**src/rtl/prio_claim_pkg.sv**
```systemverilog
package prio_claim_pkg;
  function automatic int id_width(int n_src);
    return $clog2(n_src + 1);
  endfunction
endpackage

```
**src/rtl/prio_arb_scan.sv**
```systemverilog
module prio_arb_scan #(
  parameter int N_SRC  = 8,
  parameter int PRIO_W = 3,
  parameter int ID_W   = 4
) (
  input  logic [N_SRC-1:0]        pending_i,
  input  logic [N_SRC*PRIO_W-1:0] prio_i,
  input  logic [N_SRC-1:0]        enable_i,
  output logic                    found_o,
  output logic [ID_W-1:0]         id_o,
  output logic [PRIO_W-1:0]       prio_o
);
  logic [PRIO_W-1:0] prio_a [N_SRC];

  for (genvar g = 0; g < N_SRC; g++) begin : g_unpack
    assign prio_a[g] = prio_i[g*PRIO_W +: PRIO_W];
  end

  // strict compare keeps the lowest index on ties
  always_comb begin
    found_o = 1'b0;
    id_o    = '0;
    prio_o  = '0;
    for (int k = 0; k < N_SRC; k++) begin
      if (pending_i[k] && enable_i[k] && (!found_o || prio_a[k] > prio_o)) begin
        found_o = 1'b1;
        id_o    = ID_W'(k + 1);
        prio_o  = prio_a[k];
      end
    end
  end
endmodule

```
**src/rtl/claim_port.sv**
```systemverilog
module claim_port #(
  parameter int N_SRC = 8,
  parameter int ID_W  = 4
) (
  input  logic             clk_i,
  input  logic             rst_ni,
  input  logic             rd_i,
  input  logic             wr_i,
  input  logic [ID_W-1:0]  wdata_i,
  input  logic [ID_W-1:0]  cand_id_i,
  output logic [ID_W-1:0]  rdata_o,
  output logic [N_SRC-1:0] claim_o,
  output logic [N_SRC-1:0] complete_o
);
  always_ff @(posedge clk_i or negedge rst_ni) begin
    if (!rst_ni) begin
      rdata_o    <= '0;
      claim_o    <= '0;
      complete_o <= '0;
    end else begin
      if (rd_i) rdata_o <= cand_id_i;
      for (int k = 0; k < N_SRC; k++) begin
        claim_o[k]    <= rd_i && (cand_id_i == ID_W'(k + 1));
        complete_o[k] <= wr_i && (wdata_i == ID_W'(k + 1));
      end
    end
  end

  assert_claim_onehot_R8: assert property (@(posedge clk_i) disable iff (!rst_ni)
    $onehot0(claim_o));
  assert_claim_nonzero_R8: assert property (@(posedge clk_i) disable iff (!rst_ni)
    (|claim_o) |-> (rdata_o != '0));
  assert_complete_onehot_R7: assert property (@(posedge clk_i) disable iff (!rst_ni)
    $onehot0(complete_o));
  assert_complete_needs_wr_R7: assert property (@(posedge clk_i) disable iff (!rst_ni)
    !wr_i |=> (complete_o == '0));
  assert_rdata_hold_R5: assert property (@(posedge clk_i) disable iff (!rst_ni)
    !rd_i |=> $stable(rdata_o));
endmodule

```
**src/rtl/prio_claim_arbiter.sv**
```systemverilog
module prio_claim_arbiter #(
  parameter int N_SRC  = 8,
  parameter int PRIO_W = 3,
  localparam int ID_W  = prio_claim_pkg::id_width(N_SRC)
) (
  input  logic                    clk_i,
  input  logic                    rst_ni,
  input  logic [N_SRC-1:0]        pending_i,
  input  logic [N_SRC*PRIO_W-1:0] prio_i,
  input  logic [N_SRC-1:0]        enable_i,
  input  logic [PRIO_W-1:0]       threshold_i,
  input  logic                    rd_i,
  input  logic                    wr_i,
  input  logic [ID_W-1:0]         wdata_i,
  output logic [ID_W-1:0]         rdata_o,
  output logic [N_SRC-1:0]        claim_o,
  output logic [N_SRC-1:0]        complete_o,
  output logic [ID_W-1:0]         best_id_o,
  output logic [PRIO_W-1:0]       best_prio_o,
  output logic                    irq_o
);
  logic              found;
  logic [ID_W-1:0]   cand_id;
  logic [PRIO_W-1:0] cand_prio;

  prio_arb_scan #(.N_SRC(N_SRC), .PRIO_W(PRIO_W), .ID_W(ID_W)) u_scan (
    .pending_i (pending_i),
    .prio_i    (prio_i),
    .enable_i  (enable_i),
    .found_o   (found),
    .id_o      (cand_id),
    .prio_o    (cand_prio)
  );

  claim_port #(.N_SRC(N_SRC), .ID_W(ID_W)) u_port (
    .clk_i      (clk_i),
    .rst_ni     (rst_ni),
    .rd_i       (rd_i),
    .wr_i       (wr_i),
    .wdata_i    (wdata_i),
    .cand_id_i  (cand_id),
    .rdata_o    (rdata_o),
    .claim_o    (claim_o),
    .complete_o (complete_o)
  );

  always_ff @(posedge clk_i or negedge rst_ni) begin
    if (!rst_ni) begin
      best_id_o   <= '0;
      best_prio_o <= '0;
      irq_o       <= 1'b0;
    end else begin
      best_id_o   <= cand_id;
      best_prio_o <= cand_prio;
      irq_o       <= found && (cand_prio > threshold_i);
    end
  end

  assert_irq_above_thr_R2: assert property (@(posedge clk_i) disable iff (!rst_ni)
    irq_o |-> (best_prio_o > $past(threshold_i)));
  assert_irq_nonzero_prio_R3: assert property (@(posedge clk_i) disable iff (!rst_ni)
    irq_o |-> (best_prio_o != '0) && (best_id_o != '0));
  assert_none_is_zero_R6: assert property (@(posedge clk_i) disable iff (!rst_ni)
    (best_id_o == '0) |-> (best_prio_o == '0) && !irq_o);
  assert_id_range_R4: assert property (@(posedge clk_i) disable iff (!rst_ni)
    best_id_o <= ID_W'(N_SRC));
endmodule

```
**config.mk**
```make
export PLATFORM = sky130hd
export DESIGN_NAME = prio_claim_arbiter
export DESIGN_NICKNAME = d
export VERILOG_FILES = /design/src/rtl/prio_claim_pkg.sv /design/src/rtl/prio_arb_scan.sv /design/src/rtl/claim_port.sv /design/src/rtl/prio_claim_arbiter.sv
export SDC_FILE = /design/constraint.sdc
export NUM_CORES = 1
export LEC_CHECK = 0
export BUFFER_PORTS_ARGS = -buffer_cell sky130_fd_sc_hd__buf_2
export CAP_MARGIN = 20
export CORE_ASPECT_RATIO = 0.6
export CORE_UTILIZATION = 30
export DETAILED_ROUTE_END_ITERATION = 10
export REMOVE_ABC_BUFFERS = 1
export SLEW_MARGIN = 20
export SYNTH_ARGS = -nofsm -noshare
export SYNTH_HDL_FRONTEND = slang
export SYNTH_HIERARCHICAL = 1
export SYNTH_SLANG_ARGS = --single-unit
```
**constraint.sdc**
```tcl
create_clock -name clk_i -period 1.1 [get_ports clk_i]
set_input_delay 0.055 -clock clk_i [delete_from_list [all_inputs] [get_ports clk_i]]
set_output_delay 0.055 -clock clk_i [all_outputs]
set_load 0.02 [all_outputs]
```
==> flow_metrics.tcl <==
set metrics [dict create \
    core_area_um2 6730 \
    clk_latency_ps 260 \
    grt_max_degree 29 \
    drtIter0Drc 74 \
    drive_above_1_share_pct 64.3 \
    final_common_cell "buf_2" \
    postRouteAntennaNets 0 \
    clockPowerShare_pct 19.4 \
    grt_usage_pct 19.2 \
    rrSetupSlack_ps 340 \
    die_area_um2 7370 \
    wl_per_cell_um 15.7 \
    clkTransAtPathRegs_ps 70 \
    min_path_type "in2reg" \
    finalCritPeriodShare_pct 777 \
    vdd_ir_drop_max_mv 1.20 \
    arrival_ps 8720 \
    die_h_um 66.9 \
    internal-power_mw 3.47 \
    synth_warnings 6 \
    path_class "in2reg" \
    leakage_nw 1.99 \
    postSynthCellCount 231 \
    hpwl_mm 5.12 \
    rows 23 \
    synth-seq-area-share_pct 33.3 \
    drc 0 \
    cts_buffers 3 \
    netlist_area_um2 2110 \
    fillers 571 \
    start_kind "input pin" \
    maxSlewHeadroom_pct 59.2 \
    finalSetupViolations 20 \
    async_flop_share_pct 100 \
    finalMaxSlewViolations 0 \
    crit_start "pending_i[0]" \
    syn_area_per_cell_um2 9.12 \
    seqPwrFrac_pct 23.3 \
    synth-edff-count 0 \
    p_comb_share_pct 57.3 \
    hold_start "wdata_i[3]" \
    r2r_end "u_port/rdata_o[2]" \
    setup_ws_ps -7450 \
    power_density_nw_per_um2 1350 \
    fin_hold_ws_ps 52.8 \
    endpoint_kind "flip-flop" \
    drv_cap 0 \
    ys_top_cells_by_area "dfrtp_1, ha_1, nand2_1" \
    final_area_um2 4010 \
    rsz0062_at_grt "true" \
    postPlaceCellArea_um2 3070 \
    antenna_cells 0 \
    p_total_mw 5.40 \
    status "complete, but fails checks" \
    fin_worst_skew_ps 0 \
    htreeDepth 1 \
    drt-pass1-iter-count 4 \
    crit_end "irq_o" \
    preCtsSetupSlack_ps -8410 \
    routabilityCongestion 0.903 \
    period_minus_slack_ps 8550 \
    initial_core_util_pct 31.3 \
    clock_path_buffers 2 \
    min_path_cells 3 \
    synth_cell_types 47 \
    max_stage_delay_ps 340 \
    synth_top_cell_area_share_pct 33.3 \
    areaGrowthSynthToFinish_pct 90.6 \
    ios 79 \
    worstPathRequired_ps 1270 \
    yosysTopAreaCell "dfrtp_1" \
    antenna_found_initial 0 \
    vias 2423 \
    worstRegToRegCells 1 \
    fp.dieW_um 110 \
    place_inst 459 \
    drt-total-wl_mm 7.68 \
    crit_path_top_delay_cell "ha_1" \
    tritoncts "done" \
    r2r_start "u_port/rdata_o[2]" \
    via_per_inst 4.97 \
    nNetsFinal 477 \
    max_freq_ghz 0.117 \
    overflow 0 \
    root_buffer "clkbuf_16" \
    tightest_slew_ps 612 \
    grt_first_pass_wirelength_mm 10.8 \
    critPathMaxFanout 6 \
    power_switching_mw 1.94 \
    ys_dominant_reg_cell "dfrtp_1" \
    clkSinkCount 28 \
    grt_pass1_vias 2275 \
    ys_ff_latch 28 \
    io_buffer_count 78 \
    hold_viol 0 \
    violations "setup timing" \
    fin_cells 488 \
    mostFrequentLayoutCells "buf_2, buf_4, dfrtp_1" \
    switching_share_pct 35.8 \
]
cells in the mapped netlist (2+ instances only):
cell and number:
a311oi_1 4, o32ai_1 2, o21bai_1 4, inv_1 18
and3b_1 4, and2_1 7, mux2_2 4, nand2b_1 4
and3_1 2, a32oi_1 2, nand3b_1 6, nor3_1 4
and2_2 2, ha_1 24, a211oi_1 5, a31oi_1 8
a21oi_1 7, buf_6 2, dfrtp_1 28, o21ai_0 13
nand2_1 20, o2111ai_1 4, and3_2 2, a21o_1 9
nor2_1 16, nand3_1 8, or2_2 2
metrics by stage:
stage                     utilization (%)  TNS [ps]
after floorplan                         -   -144000
after global placement               45.6   -155860
after detailed placement             45.6   -160070
after CTS                            55.4   -139160
after global routing                 59.6   -148750
final                                59.6   -143160
state kept, by name, summed over array words and instances, names as in the netlist:
name               count
u_port/complete_o      8
best_prio_o            3
u_port/claim_o         8
best_id_o              4
irq_o                  1
u_port/rdata_o         4
power by group through the flow:
stage                     Combinational, mW  Sequential [mW]  Clock (mW)
after CTS                              2.69             1.26        1.07
after global routing                   3.34             1.28        1.11
after floorplan                       0.929             1.51           0
final                                  3.10             1.26        1.05
after global placement                 2.08             1.27           0
after detailed placement               2.12             1.28           0
how the worst min path moves through the flow:
| stage | to | slack, ps |
|---|---|---|
| 6_report | u_port/complete_o[7] | 50 |
| 5_1_grt | u_port/complete_o[7] | 70 |
| 4_1_cts | u_port/complete_o[7] | 50 |
| 3_5_place_dp | u_port/complete_o[0] | 100 |
| 3_3_place_gp | u_port/complete_o[0] | 90 |
| 2_1_floorplan | best_id_o[0] | -240 |
critical path: cells and delay by family:
kind	cells	cell delay (ps)
buffers and inverters	4	410
AOI/OAI and AO/OA	24	4250
and+or+nand+nor	12	1960
adders and majority gates	8	2030
area by class of cell:
class	count	area (um^2)	share of cell area [%]
clock buffer	3	75.1	1.87
inverter	18	67.6	1.68
clock inverter	1	30.0	0.748
tap	87	109	2.71
multi-input combinational	182	1880	46.8
sequential	28	701	17.5
timing repair buffer	169	1150	28.7
cell families after synthesis:
family / synth area share [%]
buffers and inverters: 4.63
AND/OR/NAND/NOR: 21.0
adder cells (fa/ha/maj): 14.3
AO/OA/AOI/OAI: 24.2
flip-flops: 33.3
multiplexers: 2.61
metal layers:
metal | vias to the layer above | global-route usage, % | share of wire [%]
li1 | 1205 | - | -
met1 | 1134 | 28.3 | 49
met2 | 72 | 30.4 | 46
met3 | 12 | 2.45 | 4.0
met4 | 0 | 2.80 | 1.1
met5 | - | 0 | 0
timing repair:
| action | CTS | global route |
|---|---|---|
| buffers inserted | 15 | 12 |
| gates resized for setup | 86 | 43 |
| setup endpoints to repair | 20 | 20 |
| hold endpoints to repair | 30 | 0 |
| hold buffers | 3 | 0 |
| pin swaps | 49 | 27 |
Note: power is estimated with default switching activity, not from simulation.
